--- src/rtl/cctl_pkg.sv ---
package cctl_pkg;
    localparam int DW      = 32;
    localparam int AW      = 12;
    localparam int NCORE   = 4;
    localparam int NVEC    = 4;
    localparam int NSW     = 2;   // cores with power switch and isolation
    localparam int SW_BIT0 = 5;

    // vector indices
    localparam int V_ISO = 0;
    localparam int V_PWR = 1;
    localparam int V_CEN = 2;
    localparam int V_RST = 3;

    // reset request field bases
    localparam int RB_CORE = 0;
    localparam int RB_VEC  = 4;
    localparam int RB_DBG  = 12;
    localparam int RB_MON  = 22;
    localparam int WFI_BIT0 = 28;

    localparam logic [AW-1:0] PER_OFS = 12'h200;

    typedef struct packed {
        logic [NVEC-1:0] set_hit;
        logic [NVEC-1:0] clr_hit;
        logic            per_hit;
    } dec_t;

    function automatic logic [AW-1:0] set_ofs(input int k);
        case (k)
            V_ISO:   return 12'h0C0;
            V_PWR:   return 12'h0D0;
            V_CEN:   return 12'h0F4;
            default: return 12'h410;
        endcase
    endfunction

    function automatic logic [AW-1:0] clr_ofs(input int k);
        return set_ofs(k) + ((k == V_CEN) ? 12'h004 : 12'h004);
    endfunction

    function automatic logic [DW-1:0] vec_mask(input int k);
        logic [DW-1:0] m;
        m = '0;
        for (int c = 0; c < NCORE; c++) begin
            case (k)
                V_ISO, V_PWR: if (c >= NCORE - NSW) m[SW_BIT0 + c - (NCORE - NSW)] = 1'b1;
                V_CEN:        m[c] = 1'b1;
                default: begin
                    m[RB_CORE + c] = 1'b1;
                    m[RB_VEC + c]  = 1'b1;
                    m[RB_DBG + c]  = 1'b1;
                    m[RB_MON + c]  = 1'b1;
                end
            endcase
        end
        return m;
    endfunction

    function automatic logic [DW-1:0] vec_reset(input int k);
        logic [DW-1:0] r;
        case (k)
            V_ISO:   r = vec_mask(V_ISO);
            V_PWR:   r = '0;
            V_CEN:   r = {{(DW-1){1'b0}}, 1'b1};
            default: r = vec_mask(V_RST) & ~((DW'(1) << RB_CORE) | (DW'(1) << RB_VEC)
                                           | (DW'(1) << RB_DBG)  | (DW'(1) << RB_MON));
        endcase
        return r;
    endfunction
endpackage

--- src/rtl/cctl_dec.sv ---
module cctl_dec
    import cctl_pkg::*;
(
    input  logic [AW-1:0] addr,
    output dec_t          hit
);
    for (genvar k = 0; k < NVEC; k++) begin : g_pair
        assign hit.set_hit[k] = (addr == set_ofs(k));
        assign hit.clr_hit[k] = (addr == clr_ofs(k));
    end
    assign hit.per_hit = (addr == PER_OFS);
endmodule

--- src/rtl/cctl_sc_vec.sv ---
module cctl_sc_vec
    import cctl_pkg::*;
#(
    parameter logic [DW-1:0] MASK = '1,
    parameter logic [DW-1:0] RSTV = '0
) (
    input  logic          clk,
    input  logic          rst,
    input  logic          set_we,
    input  logic          clr_we,
    input  logic [DW-1:0] wdata,
    output logic [DW-1:0] q
);
    always_ff @(posedge clk) begin
        if (rst)
            q <= RSTV & MASK;
        else if (set_we)
            q <= (q | wdata) & MASK;
        else if (clr_we)
            q <= q & ~wdata;
    end

    assert_set_R2: assert property (@(posedge clk) disable iff (rst)
        set_we |=> ((q & $past(wdata) & MASK) == ($past(wdata) & MASK)));
    assert_clr_R3: assert property (@(posedge clk) disable iff (rst)
        (clr_we && !set_we) |=> ((q & $past(wdata)) == '0));
    assert_keep_zero_R2: assert property (@(posedge clk) disable iff (rst)
        (set_we || clr_we) |=> ((q & ~$past(wdata)) == ($past(q) & ~$past(wdata))));
    assert_hold_R9: assert property (@(posedge clk) disable iff (rst)
        (!set_we && !clr_we) |=> $stable(q));
endmodule

--- src/rtl/core_ctl_regs.sv ---
module core_ctl_regs
    import cctl_pkg::*;
(
    input  logic              clk,
    input  logic              rst,
    input  logic              wr_en,
    input  logic [AW-1:0]     addr,
    input  logic [DW-1:0]     wdata,
    output logic [DW-1:0]     rdata,
    output logic [NCORE-1:0]  core_en_o,
    output logic [NCORE-1:0]  rst_core_o,
    output logic [NCORE-1:0]  rst_vec_o,
    output logic [NCORE-1:0]  rst_dbg_o,
    output logic [NCORE-1:0]  rst_mon_o,
    output logic [NSW-1:0]    iso_o,
    output logic [NSW-1:0]    pwr_o,
    output logic [NCORE-1:0]  wfi_mask_o
);
    dec_t                      hit;
    logic [NVEC-1:0][DW-1:0]   vec;
    logic [DW-1:0]             per_q;

    cctl_dec u_dec (.addr(addr), .hit(hit));

    for (genvar k = 0; k < NVEC; k++) begin : g_vec
        cctl_sc_vec #(.MASK(vec_mask(k)), .RSTV(vec_reset(k))) u_vec (
            .clk   (clk),
            .rst   (rst),
            .set_we(wr_en & hit.set_hit[k]),
            .clr_we(wr_en & hit.clr_hit[k]),
            .wdata (wdata),
            .q     (vec[k])
        );
    end

    always_ff @(posedge clk) begin
        if (rst)
            per_q <= '0;
        else if (wr_en && hit.per_hit)
            per_q <= wdata;
    end

    always_comb begin
        rdata = '0;
        for (int k = 0; k < NVEC; k++)
            if (hit.set_hit[k] || hit.clr_hit[k])
                rdata = vec[k];
        if (hit.per_hit)
            rdata = per_q;
    end

    for (genvar c = 0; c < NCORE; c++) begin : g_core
        assign core_en_o[c]  = vec[V_CEN][c];
        assign rst_core_o[c] = vec[V_RST][RB_CORE + c];
        assign rst_vec_o[c]  = vec[V_RST][RB_VEC + c];
        assign rst_dbg_o[c]  = vec[V_RST][RB_DBG + c];
        assign rst_mon_o[c]  = vec[V_RST][RB_MON + c];
        assign wfi_mask_o[c] = per_q[WFI_BIT0 + c];
    end

    for (genvar j = 0; j < NSW; j++) begin : g_sw
        assign iso_o[j] = vec[V_ISO][SW_BIT0 + j];
        assign pwr_o[j] = vec[V_PWR][SW_BIT0 + j];
    end

    assert_dec_onehot_R7: assert property (@(posedge clk) disable iff (rst)
        $onehot0({hit.set_hit, hit.clr_hit, hit.per_hit}));
    assert_unmapped_R7: assert property (@(posedge clk) disable iff (rst)
        (wr_en && !(|{hit.set_hit, hit.clr_hit, hit.per_hit})) |=> ($stable(vec) && $stable(per_q)));
    assert_per_wr_R6: assert property (@(posedge clk) disable iff (rst)
        (wr_en && hit.per_hit) |=> (wfi_mask_o == $past(wdata[WFI_BIT0 +: NCORE])));
endmodule

--- config.mk ---
export PLATFORM = sky130hd
export DESIGN_NAME = core_ctl_regs
export DESIGN_NICKNAME = d
export VERILOG_FILES = /design/src/rtl/cctl_pkg.sv /design/src/rtl/cctl_dec.sv /design/src/rtl/cctl_sc_vec.sv /design/src/rtl/core_ctl_regs.sv
export SDC_FILE = /design/constraint.sdc
export NUM_CORES = 1
export LEC_CHECK = 0
export CORE_AREA = 4 4 115 117
export CTS_BUF_LIST = sky130_fd_sc_hd__clkbuf_8
export DETAILED_ROUTE_END_ITERATION = 8
export DIE_AREA = 0 0 119 121
export DONT_BUFFER_PORTS = 1
export PLACE_DENSITY = 0.74
export SLEW_MARGIN = 20
export SYNTH_ARGS = -nofsm -noshare
export SYNTH_HDL_FRONTEND = slang
export SYNTH_SLANG_ARGS = --single-unit
--- constraint.sdc ---
create_clock -name clk -period 2.05 [get_ports clk]
set_input_delay 0.3075 -clock clk [delete_from_list [all_inputs] [get_ports clk]]
set_output_delay 0.3075 -clock clk [all_outputs]
set_load 0.05 [all_outputs]
==> impl_metrics.json, run 1 <==
{
  "fin_crit_sh_pct": 98.42,
  "power.static_leakage_nw": 3.552,
  "criticalPathCategory": "in -> out",
  "final_layout_size_suffix_gt1_share_pct": 20.27,
  "yosysWarningCount": 0,
  "layout.cells.non_filler": 1055,
  "finalSetupTns_ps": 0,
  "routed_wl_um": 23900,
  "htreeDepth": 4,
  "report.final.hold_viol_count": 0,
  "reg2reg_setup_slack_ps": 850,
  "period_needed_ps": 2018,
  "routed_wire_length_per_instance_um": 22.65,
  "design.die.area_mm2": 0.01440,
  "slew_viol_final": 0,
  "antenna-diode-count": 0,
  "power_per_cell_area_mw_per_mm2": 638.0,
  "maxCapViolCount": 0,
  "path_clk_slew_ps": 80,
  "final_net_count": 919,
  "latest_clock_arrival_within_the_worst_skew_pair_ps": 470,
  "post_route_design_area_mm2": 0.009552,
  "use_met3_pct": 9.510,
  "power.share.sequential_pct": 50.9,
  "synth_async_sr_flop_share_pct": 0,
  "crit_fanout": 6,
  "clockRootBuffer": "clkbuf_8",
  "cts_made_buffers": 17,
  "whs_ps": 18.14,
  "worst_slew_pin_slew_ps": 709.1,
  "core_area_mm2": 0.01236,
  "synthesis.area_mm2": 0.007136,
  "cts.sinks": 160,
  "die_h_um": 121,
  "fmax_mhz": 495.6,
  "gr-usage-met1_pct": 42.56,
  "grt_pass1_wl_um": 37380,
  "grt_pass1_vias": 6951,
  "setup_viol": 0,
  "syn_nets": 867,
  "rr_endpoint": "g_vec[3].u_vec.q[22]",
  "global_route_total_usage_across_every_layer_pct": 33.15,
  "gp_congestion": 0.8358,
  "drt-pass1-iter-count": 5,
  "r2r-start": "g_vec[3].u_vec.q[22]",
  "power.switching_mw": 1.380,
  "cts_tree": "built",
  "placement.setup.worst_slack_ps": -35.12,
  "top_usage_layer": "met2",
  "min_path_cells": 2,
  "cellInternalPower_mw": 4.714,
  "initialDrtViolationCount": 790,
  "yosys_most_used_dff": "dfxtp_1",
  "worst_hold_path.endpoint": "per_q[7]",
  "dr_total_vias": 6905,
  "globalRouteMet2Util_pct": 52.24,
  "post_drt_via_cell_ratio": 6.545,
  "power.share.clock_pct": 43.9,
  "globalRoute.totalOverflow": 0,
  "power_frac_comb_pct": 5.1,
  "final_critical_path_setup_slack_ps": 32.34,
  "cp_data_required_time_ps": 1740,
  "switching_share_pct": 22.64,
  "timing.critical_path.from_type": "primary input",
  "post_synth.cell_area_avg_um2": 8.702,
  "synth_edf_count": 0,
  "arrival_ps": 1710,
  "antenna_violations_before_repair": 0,
  "dp_hpwl_um": 13990,
  "dpl.cell_count": 987,
  "pin_count": 107,
  "worstHoldPathType": "in -> reg",
  "post_place_instance_area_mm2": 0.008645,
  "ctsLongestPathBuffers": 2,
  "reg2reg_depth": 4,
  "placement.io_buffers": 0,
  "outcome": "complete, no violations",
  "synthCells": 820,
  "yosys.cell_types.count": 44,
  "layout-area-overhead-vs-synth_pct": 33.86,
  "rows": 41,
  "slew-limit-headroom_pct": 52.62,
  "synth-seq-area-share_pct": 44.89,
  "die_width_um": 119,
  "yosys_register_bits": 160,
  "remaining_drc_errors": 0,
  "initial_utilization_pct": 57.72,
  "antenna_violating_nets_post_route": 0,
  "finalClockSkew_ps": 0,
  "maximum_number_of_pins_on_one_net_before_global_route_repair": 76,
  "vdd_ir_drop_max_v": 0.0006275,
  "post_cts_setup_buffer_count": 0,
  "worstSetupEndpointType": "primary output",
  "hold_path.startpoint": "wdata[7]"
}
## how the worst max path moves through the flow
| stage | startpoint | to | depth (start not counted) |
|---|---|---|---|
| CTS | addr[10] | rdata[31] | 6 |
| global placement | addr[10] | rdata[15] | 5 |
| detailed placement | addr[10] | rdata[15] | 5 |
| global route | g_vec[0].u_vec.q[20] | rdata[20] | 5 |
| finish | addr[10] | rdata[24] | 6 |
| floorplan | addr[4] | rdata[10] | 7 |
## layer usage
layer	part of all wire, %	wire length, µm
met2	47	11330
met5	0	0
met4	2.2	514
met1	40	9621
met3	10	2430
## cells in the final DEF, fill, tap and decap left out, types with 3 or more instances in the layout
cell type / count
dfxtp_1: 160
nand3_1: 92
inv_1: 68
nand2_1: 64
a211oi_1: 60
buf_4: 53
and3_1: 46
buf_12: 42
dlygate4sd3_1: 36
mux2i_1: 32
nor2_1: 32
o22ai_1: 31
a32oi_4: 30
o21ai_0: 28
clkbuf_8: 19
a221o_1: 12
a21oi_1: 6
a41o_1: 5
nand4_1: 5
bufinv_16: 5
a311oi_1: 4
a31o_1: 4
and3b_1: 3
## cells in the mapped netlist (2+ instances only)
cell type,count,area [µm²]
nor2_1,33,123.9
a311oi_1,4,35.03
a32oi_1,32,280.3
a221o_1,12,120.1
o22ai_1,32,200.2
a21oi_1,6,30.03
a31o_1,4,35.03
and2_1,2,12.51
o21ai_0,30,150.1
buf_2,27,135.1
clkbuf_1,39,146.4
dfxtp_1,160,3203
a211oi_1,60,450.4
nand2_1,66,247.7
a41o_1,5,50.05
mux2i_1,32,320.3
mux2_2,2,22.52
and3b_1,3,26.28
nand3_1,92,460.4
nor4_1,2,12.51
buf_4,34,255.2
o211ai_1,2,15.01
nor3_1,2,10.01
and3_1,46,287.8
nand4bb_1,2,22.52
nor4_4,2,42.54
inv_1,67,251.5
a31o_2,2,17.52
nand4_1,5,31.28
## repair_timing
action / in CTS / in global routing
hold buffers: 37 / 0
endpoints found under the setup margin: 6 / 14
pin swaps: 0 / 2
gates resized for setup: 3 / 7
endpoints found under the hold margin: 116 / 0
cloned: 0 / 1
## kinds of logic (layout without fill, tap and decap cells)
family                 Yosys count  in the layout  synth area share, %
multiplexers                    34             34                4.805
buffers and inverters          168            231                11.20
AND/OR/NAND/NOR                265            265                19.22
XOR/XNOR                         1              1               0.1228
AO/OA/AOI/OAI                  192            192                19.76
flip-flops                     160            160                44.89
## final cells by class
| type | count | area (µm²) |
|---|---|---|
| Inverter | 67 | 251.5 |
| Fill cell | 773 | 2811 |
| Tap cell | 172 | 215.2 |
| Clock buffer | 19 | 261.5 |
| Clock inverter | 11 | 188.9 |
| Timing Repair Buffer | 134 | 1647 |
| Multi-Input combinational cell | 492 | 3785 |
| Sequential cell | 160 | 3203 |
## sequential cells by signal (all words and copies together) (netlist names), named ones only
name           count
per_q             32
g_vec.u_vec.q    124
## per-stage QoR
stage / util (%) / power (mW)
5_1_grt: 77.26 / 6.253
3_3_place_gp: 69.92 / 3.367
2_1_floorplan: - / 3.341
4_1_cts: 76.75 / 6.076
6_report: 77.26 / 6.094
3_5_place_dp: 69.92 / 3.372
## power groups by stage
stage	clock [mW]	sequential (mW)	combinational, mW
floorplan	0	3.18	0.163
global placement	0	3.18	0.189
detailed placement	0	3.18	0.194
CTS	2.67	3.10	0.298
global route	2.82	3.10	0.326
finish	2.68	3.10	0.314
## worst max-delay path, cell delays in order
cell and delay (ps):
or4b_4 560, nand2_4 120, nand2_8 90, buf_12 160
a32oi_4 280, buf_12 170
(Power assumes the default switching activity.)
==> run 2: changes to the inputs <==
--- a/config.mk
+++ b/config.mk
@@ -10,8 +10,8 @@
 export DETAILED_ROUTE_END_ITERATION = 8
 export DIE_AREA = 0 0 119 121
 export DONT_BUFFER_PORTS = 1
+export HOLD_SLACK_MARGIN = 0.15
 export PLACE_DENSITY = 0.74
-export SLEW_MARGIN = 20
 export SYNTH_ARGS = -nofsm -noshare
 export SYNTH_HDL_FRONTEND = slang
 export SYNTH_SLANG_ARGS = --single-unit
==> impl_metrics.json, run 2 (synthesis results as in run 1) <==
{
  "rows": 41,
  "outcome": "finished, violations left",
  "antenna_violations_before_repair": 0,
  "htreeDepth": 4,
  "dp_hpwl_um": 13990,
  "violated_checks": "setup timing",
  "period_needed_ps": 2165,
  "rsz_0062_raised_after_global_routing": "true",
  "remaining_drc_errors": 0,
  "crit_path_top_delay_cell": "or3_4",
  "design.die.area_mm2": 0.01440,
  "cts_tree": "built",
  "grt_pass1_vias": 6948,
  "ctsLongestPathBuffers": 2,
  "latest_clock_arrival_within_the_worst_skew_pair_ps": 470,
  "final_net_count": 932,
  "slew-limit-headroom_pct": 21.61,
  "pin_count": 107,
  "largest_register_ffs": 124,
  "worstHoldPathType": "in -> reg",
  "cp_data_required_time_ps": 1740,
  "placement.setup.worst_slack_ps": -35.12,
  "finalClockSkew_ps": 0,
  "post_route_design_area_mm2": 0.009762,
  "power_per_cell_area_mw_per_mm2": 628.1,
  "power.static_leakage_nw": 3.668,
  "whs_ps": 179.0,
  "arrival_ps": 1860,
  "final_critical_path_setup_slack_ps": -114.8,
  "slew_viol_final": 0,
  "report.final.hold_viol_count": 0,
  "critical_path.max_stage_delay_ps": 390,
  "routed_wire_length_per_instance_um": 22.88,
  "utilization_after_layout_pct": 78.96,
  "initialDrtViolationCount": 869,
  "maxCapViolCount": 0,
  "finalSetupTns_ps": -573.2,
  "post_drt_via_cell_ratio": 6.499,
  "totalPowerFinal_mw": 6.131,
  "r2r-start": "g_vec[1].u_vec.q[5]",
  "crit_fanout": 5,
  "global_route_total_usage_across_every_layer_pct": 32.44,
  "reg2reg_setup_slack_ps": 340,
  "maximum_number_of_pins_on_one_net_before_global_route_repair": 76,
  "vdd_ir_drop_max_v": 0.0006297,
  "timing.critical_path.cells": "or3_4 -> nor2_4 -> buf_6 -> clkbuf_16 -> nand3_1 -> a32oi_4 -> buf_12",
  "most_frequent_standard_cell_in_the_layout_excluding_fill_and_tap_cells": "dfxtp_1",
  "drt-pass1-iter-count": 6,
  "placement.io_buffers": 0,
  "gp_congestion": 0.8358,
  "dr_total_vias": 6941,
  "register_with_the_most_flip_flops": "g_vec.u_vec.q",
  "core_area_mm2": 0.01236,
  "hold_path.startpoint": "rst",
  "layout.cells.non_filler": 1068,
  "post_place_instance_area_mm2": 0.008645,
  "die_width_um": 119,
  "clockRootBuffer": "clkbuf_8",
  "worst_slew_pin_slew_ps": 1176,
  "final_layout_size_suffix_gt1_share_pct": 21.32,
  "setup_viol": 22,
  "fin_crit_sh_pct": 105.6,
  "worstSetupEndpointType": "primary output",
  "antenna-diode-count": 0,
  "grt_pass1_wl_um": 36810,
  "path_clk_slew_ps": 90,
  "globalRoute.totalOverflow": 0,
  "mostFrequentLayoutCells": "dfxtp_1, nand3_1, inv_1",
  "fmax_mhz": 461.9,
  "cts.sinks": 160,
  "criticalPathCategory": "in -> out",
  "initial_utilization_pct": 57.72,
  "reg.largest.list": "g_vec.u_vec.q: 124 flops, per_q: 32 flops",
  "timing.critical_path.from_type": "primary input",
  "startpoint": "addr[8]",
  "cts_made_buffers": 17,
  "dpl.cell_count": 987,
  "routed_wl_um": 24440,
  "antenna_violating_nets_post_route": 0,
  "die_h_um": 121,
  "layout-area-overhead-vs-synth_pct": 36.81
}
run 2: changes by cell type in the layout (fill, tap and decap cells not counted), moves of 2 or more:
| cell | before | now |
|---|---|---|
| nand3_2 | 0 | 4 |
| nand3_1 | 92 | 88 |
| buf_6 | 2 | 5 |
| dlygate4sd3_1 | 36 | 40 |
| nor4_2 | 2 | 0 |
| clkbuf_16 | 1 | 4 |
| nor4_1 | 0 | 2 |
run 2: cell type report:
class / count / area [µm²]
clock buffers: 19 / 261.5
clock inverters: 11 / 188.9
fillers: 751 / 2601
inverters: 67 / 251.5
multi-input cells: 492 / 3799
flip-flops and latches: 160 / 3203
well taps: 172 / 215.2
repair buffers: 147 / 1843
run 2: critical path, delay by kind of cell:
kind	cells	cell delay, ps
and+or+nand+nor	3	750
buffers and inverters	3	500
AOI/OAI and AO/OA	1	290
run 2: what timing repair did:
action | 4_1_cts | 5_1_grt
buffers inserted | 0 | 5
gates cloned | 0 | 4
endpoints found under the hold margin | 160 | 0
setup endpoints to repair | 6 | 16
hold buffers | 42 | 0
gates resized for setup | 3 | 13
pin swaps | 0 | 24
run 2: power breakdown:
part	switching, mW	leakage (nW)	internal [mW]
combinational	0.219	2.15	0.123
sequential	0.0000645	1.29	3.10
clock	1.19	0.229	1.50
total	1.41	3.67	4.72
run 2: path summary, 6_finish.rpt:
check	cells after the start	endpoint
max	7	rdata[30]
min	2	per_q[25]
max reg2reg	5	g_vec[1].u_vec.q[5]
min reg2reg	2	g_vec[1].u_vec.q[24]
run 2: routing by layer:
metal,vias up,part of all wire (%),GRT usage (%)
met4,0,2.7,13.03
li1,3083,-,-
met5,-,0,0
met1,3374,40,41.66
met3,64,9.3,7.413
met2,420,48,52.98
==> run 3: changes to the inputs <==
--- a/config.mk
+++ b/config.mk
@@ -10,7 +10,7 @@
 export DETAILED_ROUTE_END_ITERATION = 8
 export DIE_AREA = 0 0 119 121
 export DONT_BUFFER_PORTS = 1
-export HOLD_SLACK_MARGIN = 0.15
+export MAX_ROUTING_LAYER = met4
 export PLACE_DENSITY = 0.74
 export SYNTH_ARGS = -nofsm -noshare
 export SYNTH_HDL_FRONTEND = slang
==> impl_metrics.json, run 3 (synthesis results as in run 1) <==
{
  "routed_wire_length_per_instance_um": 22.64,
  "ctsLongestPathBuffers": 2,
  "fmax_mhz": 493.5,
  "layout-area-overhead-vs-synth_pct": 33.75,
  "slew-limit-headroom_pct": 19.98,
  "most_frequent_standard_cell_in_the_layout_excluding_fill_and_tap_cells": "dfxtp_1",
  "initialDrtViolationCount": 852,
  "worst_hold_path.endpoint": "per_q[7]",
  "finalSetupTns_ps": 0,
  "design.die.area_mm2": 0.01440,
  "fin_crit_sh_pct": 98.85,
  "cts_tree": "built",
  "vdd_ir_drop_max_v": 0.0006327,
  "drt-pass1-iter-count": 5,
  "post_cts_setup_buffer_count": 0,
  "rr_endpoint": "g_vec[3].u_vec.q[22]",
  "antenna-diode-count": 0,
  "core_area_mm2": 0.01236,
  "pin_count": 107,
  "totalPowerFinal_mw": 6.100,
  "clockRootBuffer": "clkbuf_8",
  "initial_utilization_pct": 57.72,
  "cts_made_buffers": 17,
  "placement.io_buffers": 0,
  "criticalPathCategory": "in -> out",
  "min_path_cells": 2,
  "seq_area_mm2": 0.003203,
  "critPathBufInv": 2,
  "hold_path.startpoint": "wdata[7]",
  "nFillCells": 776,
  "latest_clock_arrival_within_the_worst_skew_pair_ps": 470,
  "worstSetupEndpointType": "primary output",
  "reg2reg_depth": 4,
  "grt_pass1_wl_um": 37330,
  "whs_ps": 17.00,
  "maxCapViolCount": 0,
  "report.final.hold_viol_count": 0,
  "finalClockSkew_ps": 0,
  "maximum_number_of_pins_on_one_net_before_global_route_repair": 76,
  "crit_fanout": 21,
  "critical_path.most_common_cell": "buf_12",
  "gp_congestion": 0.8487,
  "antenna_violations_before_repair": 0,
  "remaining_drc_errors": 0,
  "arrival_ps": 1720,
  "outcome": "complete, no violations",
  "reg2reg_setup_slack_ps": 840,
  "power_per_cell_area_mw_per_mm2": 639.2,
  "period_needed_ps": 2026,
  "register_with_the_most_flip_flops": "g_vec.u_vec.q",
  "globalRoute.totalOverflow": 0,
  "worstHoldPathType": "in -> reg",
  "global_route_total_usage_across_every_layer_pct": 34.08,
  "die_h_um": 121,
  "cp_data_required_time_ps": 1740,
  "grt_pass1_vias": 6948,
  "routed_wl_um": 23890,
  "antenna_violating_nets_post_route": 0,
  "worst_slew_pin_slew_ps": 1200,
  "die_width_um": 119,
  "final_net_count": 919,
  "kind_of_cell_adding_the_most_delay_to_the_critical_path": "simple AND/OR/NAND/NOR gates",
  "cts.sinks": 160,
  "area_taken_by_multi_input_logic_gates_mm2": 0.003777,
  "path_clk_slew_ps": 80,
  "setup_viol": 0,
  "slew_viol_final": 0,
  "dp_hpwl_um": 13990,
  "r2r-start": "g_vec[3].u_vec.q[22]",
  "final_layout_size_suffix_gt1_share_pct": 20.27,
  "rows": 41,
  "timing.critical_path.from_type": "primary input",
  "reg.largest.list": "g_vec.u_vec.q: 124 flops, per_q: 32 flops",
  "critical_path.max_stage_delay_ps": 380,
  "post_drt_via_cell_ratio": 6.591,
  "power.static_leakage_nw": 3.551,
  "cp.depth": 6,
  "dr_total_vias": 6953,
  "mostFrequentLayoutCells": "dfxtp_1, nand3_1, inv_1",
  "timing.critical_path.cells": "or3_4 -> nor2_4 -> buf_12 -> nand3_1 -> a32oi_4 -> buf_12",
  "largest_register_ffs": 124,
  "crit_path_top_delay_cell": "or3_4",
  "htreeDepth": 4
}
[run 3: layer usage]
metal	global-route usage, %	routed length, µm
met2	52.28	11310
met3	9.883	2560
met1	42.50	9464
met5	-	0
met4	13.76	548
[run 3: metrics by stage]
stage	setup WS, ps	util (%)	cell area (µm²)	std cells
finish	23.61	77.20	9544	1055
global route	-19.26	77.20	9544	1055
CTS	4.362	76.75	9489	1054
detailed placement	-35.12	69.92	8645	987
global placement	16.91	69.92	8645	987
floorplan	-120.6	-	7784	820
[run 3: power by group]
| part | total, mW | switching [mW] | internal, mW |
|---|---|---|---|
| Combinational | 0.313 | 0.199 | 0.114 |
| Sequential | 3.10 | 0.0000638 | 3.10 |
| Clock | 2.68 | 1.19 | 1.49 |
| Total | 6.10 | 1.39 | 4.71 |
[run 3: worst max path at each step]
stage | startpoint | to | slack [ps]
after detailed placement | addr[10] | rdata[15] | -40
after CTS | addr[10] | rdata[31] | 4
after floorplan | addr[4] | rdata[10] | -120
after global routing | g_vec[0].u_vec.q[20] | rdata[20] | -20
after global placement | addr[10] | rdata[15] | 20
final | addr[8] | rdata[30] | 20
[run 3: what timing repair did]
item                                    CTS  global route
endpoints found under the setup margin    6            15
gates cloned                              0             1
endpoints found under the hold margin   116             0
hold buffers                             37             0
gates resized for setup                   3             8
pin swaps                                 0             2
[run 3: layout make-up]
| type | count | share of cell area [%] |
|---|---|---|
| Sequential cell | 160 | 33.56 |
| Timing Repair Buffer | 134 | 17.25 |
| Clock inverter | 11 | 1.980 |
| Tap cell | 172 | 2.255 |
| Multi-Input combinational cell | 492 | 39.58 |
| Clock buffer | 19 | 2.740 |
| Inverter | 67 | 2.635 |
[run 3: worst reg2reg max path, delay by kind of cell (launching register included)]
family          cells  cell delay, ps
buf+inv             2             310
compound gates      2             490
flops               1             350
